### config.mk
export PLATFORM = sky130hd
export DESIGN_NAME = phy_pwr_seq
export DESIGN_NICKNAME = d
export VERILOG_FILES = /design/src/rtl/pps_pkg.sv /design/src/rtl/pps_timer.sv /design/src/rtl/pps_fsm.sv /design/src/rtl/phy_pwr_seq.sv
export SDC_FILE = /design/constraint.sdc
export NUM_CORES = 1
export LEC_CHECK = 0
export BUFFER_PORTS_ARGS = -buffer_cell sky130_fd_sc_hd__clkbuf_2
export CORE_MARGIN = 2
export CORE_UTILIZATION = 45
export DETAILED_ROUTE_END_ITERATION = 8
export GPL_TIMING_DRIVEN = 0
export PLACE_DENSITY = 0.73
export SLEW_MARGIN = 25
export SYNTH_ARGS = -nofsm -noshare
export SYNTH_HDL_FRONTEND = slang
export SYNTH_SLANG_ARGS = --single-unit
### constraint.sdc
create_clock -name clk -period 2.07 [get_ports clk]
set_input_delay 0.3105 -clock clk [delete_from_list [all_inputs] [get_ports clk]]
set_output_delay 0.3105 -clock clk [all_outputs]
set_load 0.1 [all_outputs]
### src/rtl/pps_pkg.sv
// Shared types for the PHY power sequencer.
// Assumes: nothing beyond IEEE 1800-2017.
package pps_pkg;

    typedef enum logic [1:0] {
        ST_IDLE   = 2'd0,
        ST_SETTLE = 2'd1,
        ST_CALW   = 2'd2,
        ST_LOCKW  = 2'd3
    } pps_state_e;

    typedef enum logic [1:0] {
        RES_OK      = 2'd0,
        RES_CAL_TMO = 2'd1,
        RES_DLL_TMO = 2'd2
    } pps_res_e;

    // Converts a time in ns to whole clock cycles, rounding up, minimum 1.
    function automatic int ns_to_cyc(input int ns, input int mhz);
        int c;
        c = (ns * mhz + 999) / 1000;
        return (c < 1) ? 1 : c;
    endfunction

endpackage

### src/rtl/pps_timer.sv
// Single down-counter shared by all waits of the sequencer.
// Assumes: the owner only decrements while the count is non-zero.
module pps_timer #(
    parameter int CNT_W = 12
) (
    input  logic             clk,
    input  logic             rst_n,
    input  logic             load,
    input  logic [CNT_W-1:0] load_val,
    input  logic             dec,
    output logic             zero
);

    logic [CNT_W-1:0] cnt_q;

    // Load a new wait or count the current one down.
    always_ff @(posedge clk) begin
        if (!rst_n)      cnt_q <= '0;
        else if (load)   cnt_q <= load_val;
        else if (dec)    cnt_q <= cnt_q - 1'b1;
    end

    assign zero = (cnt_q == '0);

    AST_TMR_NO_WRAP: assert property (@(posedge clk) disable iff (!rst_n)
        (dec && !load) |-> (cnt_q != '0));

endmodule

### src/rtl/pps_fsm.sv
// Sequence controller: orders the control lines and samples each PHY flag
// once at the end of its wait.
// Assumes: the timer's zero flag reflects the value last loaded.
module pps_fsm
    import pps_pkg::*;
#(
    parameter int CNT_W      = 12,
    parameter int SETTLE_CYC = 750,
    parameter int CAL_CYC    = 1250,
    parameter int LOCK_CYC   = 2750
) (
    input  logic             clk,
    input  logic             rst_n,
    input  logic             req_on,
    input  logic             req_off,
    input  logic             cal_ok,
    input  logic             dll_lock,
    input  logic             tmr_zero,
    output logic             tmr_load,
    output logic [CNT_W-1:0] tmr_val,
    output logic             tmr_dec,
    output logic             pd_n,
    output logic             dll_en,
    output logic             busy,
    output logic             done,
    output logic [1:0]       err
);

    pps_state_e st_q, st_d;
    logic       go_off, go_on;

    assign go_off = (st_q == ST_IDLE) && req_off;
    assign go_on  = (st_q == ST_IDLE) && req_on && !req_off;

    // Next state and timer loads.
    always_comb begin
        st_d     = st_q;
        tmr_load = 1'b0;
        tmr_val  = '0;
        case (st_q)
            ST_IDLE: if (go_on) begin
                st_d     = ST_SETTLE;
                tmr_load = 1'b1;
                tmr_val  = CNT_W'(SETTLE_CYC - 1);
            end
            ST_SETTLE: if (tmr_zero) begin
                st_d     = ST_CALW;
                tmr_load = 1'b1;
                tmr_val  = CNT_W'(CAL_CYC - 1);
            end
            ST_CALW: if (tmr_zero) begin
                if (cal_ok) begin
                    st_d     = ST_LOCKW;
                    tmr_load = 1'b1;
                    tmr_val  = CNT_W'(LOCK_CYC - 1);
                end else begin
                    st_d = ST_IDLE;
                end
            end
            ST_LOCKW: if (tmr_zero) st_d = ST_IDLE;
            default: st_d = ST_IDLE;
        endcase
    end

    assign tmr_dec = !tmr_load && (st_q != ST_IDLE) && !tmr_zero;

    // State register.
    always_ff @(posedge clk) begin
        if (!rst_n) st_q <= ST_IDLE;
        else        st_q <= st_d;
    end

    // Registered control lines and status.
    always_ff @(posedge clk) begin
        if (!rst_n) begin
            pd_n   <= 1'b0;
            dll_en <= 1'b0;
            busy   <= 1'b0;
            done   <= 1'b0;
            err    <= RES_OK;
        end else begin
            done <= 1'b0;
            case (st_q)
                ST_IDLE: begin
                    if (go_off || go_on) begin
                        pd_n   <= 1'b0;
                        dll_en <= 1'b0;
                        err    <= RES_OK;
                    end
                    if (go_off) done <= 1'b1;
                    if (go_on)  busy <= 1'b1;
                end
                ST_SETTLE: if (tmr_zero) pd_n <= 1'b1;
                ST_CALW: if (tmr_zero) begin
                    if (cal_ok) begin
                        dll_en <= 1'b1;
                    end else begin
                        err  <= RES_CAL_TMO;
                        done <= 1'b1;
                        busy <= 1'b0;
                    end
                end
                ST_LOCKW: if (tmr_zero) begin
                    err  <= dll_lock ? RES_OK : RES_DLL_TMO;
                    done <= 1'b1;
                    busy <= 1'b0;
                end
                default: ;
            endcase
        end
    end

    AST_DLL_NEEDS_PDB: assert property (@(posedge clk) disable iff (!rst_n)
        dll_en |-> pd_n);
    AST_DLL_RISE_ON_CAL: assert property (@(posedge clk) disable iff (!rst_n)
        $rose(dll_en) |-> $past(cal_ok));
    AST_DONE_ONE_CYCLE: assert property (@(posedge clk) disable iff (!rst_n)
        done |=> !done);
    AST_DONE_NOT_BUSY: assert property (@(posedge clk) disable iff (!rst_n)
        done |-> !busy);
    AST_BUSY_ERR_CLEAR: assert property (@(posedge clk) disable iff (!rst_n)
        busy |-> (err == RES_OK));
    AST_IDLE_HOLD: assert property (@(posedge clk) disable iff (!rst_n)
        (!busy && !req_on && !req_off) |=> $stable({pd_n, dll_en, err}));

endmodule

### src/rtl/phy_pwr_seq.sv
// Top of the PHY power sequencer: converts wait times to cycles and joins
// the controller to its shared timer.
// Assumes: requests and PHY flags are synchronous to clk.
module phy_pwr_seq
    import pps_pkg::*;
#(
    parameter int CLK_MHZ   = 250,
    parameter int SETTLE_NS = 3000,
    parameter int CAL_NS    = 5000,
    parameter int LOCK_NS   = 11000
) (
    input  logic       clk,
    input  logic       rst_n,
    input  logic       req_on_i,
    input  logic       req_off_i,
    input  logic       cal_ok_i,
    input  logic       dll_lock_i,
    output logic       pd_n_o,
    output logic       dll_en_o,
    output logic       busy_o,
    output logic       done_o,
    output logic [1:0] err_o
);

    localparam int SETTLE_CYC = ns_to_cyc(SETTLE_NS, CLK_MHZ);
    localparam int CAL_CYC    = ns_to_cyc(CAL_NS, CLK_MHZ);
    localparam int LOCK_CYC   = ns_to_cyc(LOCK_NS, CLK_MHZ);
    localparam int MAX_CYC    = (SETTLE_CYC > CAL_CYC)
                              ? ((SETTLE_CYC > LOCK_CYC) ? SETTLE_CYC : LOCK_CYC)
                              : ((CAL_CYC > LOCK_CYC) ? CAL_CYC : LOCK_CYC);
    localparam int CNT_W      = (MAX_CYC < 2) ? 1 : $clog2(MAX_CYC);

    logic             tmr_load, tmr_dec, tmr_zero;
    logic [CNT_W-1:0] tmr_val;

    pps_fsm #(
        .CNT_W      (CNT_W),
        .SETTLE_CYC (SETTLE_CYC),
        .CAL_CYC    (CAL_CYC),
        .LOCK_CYC   (LOCK_CYC)
    ) i_fsm (
        .clk      (clk),
        .rst_n    (rst_n),
        .req_on   (req_on_i),
        .req_off  (req_off_i),
        .cal_ok   (cal_ok_i),
        .dll_lock (dll_lock_i),
        .tmr_zero (tmr_zero),
        .tmr_load (tmr_load),
        .tmr_val  (tmr_val),
        .tmr_dec  (tmr_dec),
        .pd_n     (pd_n_o),
        .dll_en   (dll_en_o),
        .busy     (busy_o),
        .done     (done_o),
        .err      (err_o)
    );

    pps_timer #(
        .CNT_W (CNT_W)
    ) i_timer (
        .clk      (clk),
        .rst_n    (rst_n),
        .load     (tmr_load),
        .load_val (tmr_val),
        .dec      (tmr_dec),
        .zero     (tmr_zero)
    );

endmodule

# --- Word level (Yosys, flattened, before mapping) ---
# Cells that the tools add are included.
word_totals:
  output_inout_bits: 6
  register_bits: 20
  wordCells: 78
  input_bits: 6
classes:
  n_reduce_logical: 21
  n_eq_ne: 10
  n_addsub: 1
  mux: 39
ops:
  columns: ["cell", "count"]
  rows:
  - ["2-to-1 mux 12 bit", 4]
  - ["case mux 12 bit (3 select lines)", 1]
  - ["2-to-1 mux 2 bit", 10]
  - ["2-to-1 mux 1 bit", 15]
  - ["zero test 12 bit", 1]
  - ["subtractor 12 x 1 -> 12 bit (second input constant)", 1]
  - ["2-to-1 mux 11 bit", 1]
  - ["2-to-1 mux 10 bit", 1]
  - ["AND reduction 5 bit", 2]
  - ["case mux 1 bit (3 select lines)", 3]
  - ["inequality test 2 x 1 -> 1 bit (second input constant)", 4]
  - ["case mux 2 bit (4 select lines)", 1]
  - ["AND reduction 4 bit", 2]
  - ["nonzero test 2 bit", 4]
  - ["inequality test 2 bit (second input constant)", 3]
  - ["case mux 2 bit (3 select lines)", 1]
  - ["logical AND 1 bit", 5]
  - ["equality test 2 bit (second input constant)", 2]
  - ["case mux 1 bit (2 select lines)", 2]
  - ["zero test 1 bit", 3]
  - ["AND reduction 3 bit", 1]
  - ["nonzero test 3 bit", 1]
  - ["equality test 2 x 1 -> 1 bit (second input constant)", 1]
  - ["zero test 2 bit", 1]
  - ["logical OR 1 bit", 1]

# --- Logic depth before layout (Yosys ltp) ---
depth:
  depth_word: 10
  mapped_depth: 7
  depth_no_buf: 6

# --- Modules after synthesis ---
# Synthesis repeated with hierarchy kept, for this count alone.
hier_totals:
  cells_unflattened: 139
  area_unflattened_um2: 1222.4
by_module_without_submodules:
  columns: ["module", "instances", "cells_each", "area_per_inst_um2", "seq_area_each_um2"]
  rows:
  - ["pps_timer", 1, 79, 714.4, 240.2]
  - ["pps_fsm", 1, 60, 508.0, 160.2]

# --- Least setup slack after synthesis ---
# Ideal clock, no wire load.
synth_path:
  kind: "register to register"
  from: "register i_timer.cnt_q[0]"
  to: "register i_timer.cnt_q[8]"
  path_buffers: 0
  arrival_ns: 1.838
  synth_period_minus_slack_ns: 1.908
  required_ns: 2.000
  path_slack_ns: 0.162
  setup_time_ns: 0.070
  stages_incl_launch_ff: 7
  cell_sequence: "dfxtp_1 -> inv_1 -> ha_1 -> nor4b_2 -> a31oi_1 -> or4b_1 -> a21oi_1"
synth_via:
  elab_chain_cells: 7
  elab_cells_between_ends: 14
  classes_between: "1 x add/sub; 7 x mux; 6 x reduce/logical"
synth_rtl:
  columns: ["item", "line_no", "source"]
  rows:
  - ["start: declaration", "pps_timer.sv:14", "logic [CNT_W-1:0] cnt_q;"]
  - ["start signal: assignment", "pps_timer.sv:19", "else if (load) cnt_q <= load_val;"]
  - ["start signal: assignment", "pps_timer.sv:20", "else if (dec) cnt_q <= cnt_q - 1'b1;"]
  - ["parallel branches: the longest is 7 deep, another holds subtractor 12 x 1 -> 12 bit", null, null]
# Several ways; the timed one is not identified. The select of a mux whose other input is x is not followed.
# A chain may end at the register's enable or synchronous reset.

# --- Worst setup path in the final report ---
layout_path:
  from: "register i_timer.cnt_q[0]"
  to: "register i_timer.cnt_q[11]"
# The elaborated chain is that of the path after synthesis.

==> qor.csv <==
stage,metric,value,unit
sta,Final Hold Viols,0,
grt,largest net degree at the start of global routing,12,
grt,GRT Total Usage,20.7,%
critical_path,"Buf+Inv Stages, Crit Path",1,
placed_design,IO Port Bufs,11,
logic_synthesis,synthesized area,0.00118,mm^2
cts,clk_lat worst skew,0.30,ns
pwr,Power Density,1170,mW/mm^2
routing,routed len/inst,16.6,um
die,core area,0.00248,mm^2
finish,post-route cell area,0.00142,mm^2
worst_hold_path,Hold Crit Class,in2reg,
finish,Area Growth Syn to Fin,19.7,%
finish,fill cell count,234,
pwr,Leak,0.533,nW
finish,ANT cells,0,
sta,Max-slew headroom,60.4,%
logic_synthesis,post-synthesis sequential area ratio,33.8,%
die,DIE HEIGHT,55.3,um
cts,htree depth,1,
finish,Layout Nets,168,
sta,setup tns final,0,ns
critical_path,CP top delay family,simple AND/OR/NAND/NOR gates,
sta,fin crit share,94.8,%
critical_path,"Slowest-stage cell, CP",or4b_4,
logic_synthesis,"Avg Cell Area, Syn",8.59,um^2
cts,CTS buffer count,3,
cts,hold buffers post-CTS,0,
cts,Clock Sinks,20,
sta,Max Slew Vio Count,0,
logic_synthesis,yosys synthesis warning count,0,
pwr,Peak supply drop,0.000532,V
placed_design,RD Place Congestion,0.886,
grt,number of global-route vias before repair,1207,
critical_path,CP required,2.30,ns
logic_synthesis,#FFs+latches synth,20,
routing,Routed Antenna Nets,0,
logic_synthesis,Post-synth ARST share,0,%
critical_path,Worst EP arrival,2.19,ns
routing,DRT Wirelength,3130,um
grt,grt ovf,0,
logic_synthesis,Post-synth EDFFs,0,
routing,Detailed Routing Iterations Pass 1,4,
die,Ports,12,
critical_path,Critical Path End Type,register,
routing,DRC,0,
finish,"non-filler cells, final",189,
logic_synthesis,post-synthesis cell type count,44,
critical_path,RR Endpoint,i_timer.cnt_q[11]$_SDFFE_PN0P_,
logic_synthesis,main combinational cell family by area after synthesis,simple AND/OR/NAND/NOR gates,
worst_hold_path,Hold EP,i_fsm.busy$_SDFFE_PN0P_,
routing,detailed-route via count,1244,
routing,Vias per Instance,6.58,
die,die area,0.00306,mm^2
critical_path,crit path cell chain,"inv_2, ha_4, or4b_4, nor4_4, nor2_1, a221oi_2",
cts,clock root buffer,clkbuf_4,
sta,clock skew,0.00241,ns
grt,antenna violations before repair,0,
sta,max frequency,510,MHz
sta,worst-margin pin slew,0.591,ns
placed_design,Placed Area,0.00128,mm^2
grt,first-pass GRT wire length,5230,um
logic_synthesis,Adder-Cell Fraction of Synth Area,2.11,%
worst_hold_path,hold_sp,rst_n,
die,Die Wd,55.3,um
logic_synthesis,mux cell area share after synthesis,0.845,%
critical_path,r2r setup slk,0.11,ns
routing,Initial DRC Count,44,
logic_synthesis,syn nets,146,
logic_synthesis,Synth Area in Compound Gates,25.9,%
worst_hold_path,hold-critical path depth,2,
finish,share of cells above drive strength 1,28.3,%
placed_design,Cell Count Post-Placement,179,
cts,CTS tree,built,
critical_path,reg2reg path depth,6,
sta,min Tclk post-route,1.96,ns
placed_design,half-perimeter wire length after placement,2130,um
critical_path,Setup CP Type,reg2reg,
flow_run,MaxCap Viol Count,0,
die,# rows,18,
logic_synthesis,Post-Synth XOR/XNOR Area,0,%
critical_path,startpoint types,register,
critical_path,worst r2r src,i_timer.cnt_q[0]$_SDFFE_PN0P_,
critical_path,crit-path max cell delay,0.50,ns
cts,clock-pin slew on the worst setup and hold paths,0.11,ns
sta,Final setup viols,0,
logic_synthesis,cells after synthesis,138,
logic_synthesis,Synth Flop Type,dfxtp_1,
outcome,status,completed,
logic_synthesis,Post-Synth Simple-Gate Area,33.5,%
cts,Clock Path Buffers,2,
die,Initial Util,47.8,%
critical_path,Worst Path Max Fanout,4,
## synthesized netlist by cell type, drive strengths merged (3+ instances only)
library cell | number | area, um^2
and3 | 3 | 18.8
or3 | 5 | 31.3
nor2 | 12 | 45.0
nand2 | 9 | 33.8
o21ai | 6 | 30.0
dfxtp | 20 | 400
nor4b | 3 | 32.5
a21oi | 11 | 55.1
inv | 5 | 18.8
a31oi | 7 | 43.8
nor3 | 6 | 46.3
nand3 | 6 | 30.0
nor4 | 3 | 55.1
a211oi | 6 | 45.0
clkbuf | 4 | 15.0
## layout by cell type (no fill, tap or decap), types with 2 or more instances in the layout
cell,synthesis,final
dfxtp_1,20,18
nor2_1,12,12
clkbuf_2,0,12
a21oi_1,11,11
nand2_1,9,9
buf_4,1,7
o21ai_0,6,6
nand3_1,6,6
a31oi_1,7,6
a211oi_1,6,6
or3_1,5,5
nor3_1,4,4
clkbuf_1,4,3
inv_1,5,3
and3_1,3,3
clkbuf_4,0,3
inv_2,0,2
or2_2,2,2
nor2b_1,2,2
nor4_4,2,2
o31ai_1,2,2
nand4_1,2,2
a2111oi_1,0,2
a221oi_2,2,2
## metrics by stage
step / worst slack, ns / total power [mW] / hold slack, ns / utilization (%)
after detailed placement: -0.128 / 1.30 / 0.472 / 51.6
after CTS: 0.00845 / 1.57 / 0.258 / 54.6
after floorplan: 0.162 / 1.14 / 0.444 / -
after global placement: -0.0371 / 1.28 / 0.466 / 51.6
after global routing: -0.0289 / 1.78 / 0.296 / 57.3
final: 0.109 / 1.67 / 0.270 / 57.3
## worst max path at each step
stage                                           endpoint  cells after the start                          start  slack, ns
after floorplan            i_timer.cnt_q[8]$_SDFFE_PN0P_                      6  i_timer.cnt_q[0]$_SDFFE_PN0P_       0.16
after global placement     i_timer.cnt_q[8]$_SDFFE_PN0P_                      6  i_timer.cnt_q[0]$_SDFFE_PN0P_      -0.04
after detailed placement   i_timer.cnt_q[2]$_SDFFE_PN0P_                      6  i_timer.cnt_q[0]$_SDFFE_PN0P_      -0.13
after CTS                  i_timer.cnt_q[5]$_SDFFE_PN0P_                      6  i_timer.cnt_q[0]$_SDFFE_PN0P_      0.008
after global routing      i_timer.cnt_q[11]$_SDFFE_PN0P_                      5     i_fsm.st_q[0]$_SDFFE_PN0P_      -0.03
final                     i_timer.cnt_q[11]$_SDFFE_PN0P_                      6  i_timer.cnt_q[0]$_SDFFE_PN0P_       0.11
## cells by family after synthesis
family / count (synthesis)
AOI/OAI and AO/OA: 44
adders and majority gates: 2
buffers and inverters: 11
DFF: 20
muxes: 1
and+or+nand+nor: 60
## sequential cells by signal (all words and copies together) (netlist names)
signal / count
i_fsm.pd_n: 1
i_fsm.st_q: 2
i_fsm.done: 1
i_timer.cnt_q: 12
i_fsm.err: 2
i_fsm.busy: 1
i_fsm.dll_en: 1
## worst register-to-register path, cell delays in order, from the launching register on
cell and delay [ns]:
dfxtp_4 0.37, inv_2 0.07, ha_4 0.13, or4b_4 0.50
nor4_4 0.39, nor2_1 0.16, a221oi_2 0.26
## per-layer routing
metal	share of wire (%)	global-route usage (%)
met5	0	0
met4	2.7	8.71
met3	5.8	2.58
met2	50	35.0
met1	42	26.5
## timing repair
item	in CTS	in global routing
pin swaps	1	3
gates resized for setup	4	13
endpoints found under the setup margin	8	15
setup buffers	2	4
## report_power, final
part | internal (mW) | leakage [nW] | total, mW | switching [mW]
Sequential | 0.454 | 0.165 | 0.546 | 0.0923
Combinational | 0.349 | 0.348 | 0.889 | 0.540
Clock | 0.107 | 0.0210 | 0.232 | 0.125
## layout make-up
class                      count  area (um^2)  area share (%)
multi-input combinational    107          792            55.8
sequential                    20          405            28.6
timing repair buffer          17          100            7.05
tap                           30         37.5            2.65
clock buffer                   4         36.3            2.56
buffer                         6         28.8            2.03
inverter                       5         18.8            1.32
Note: power is estimated with default switching activity, not from simulation.
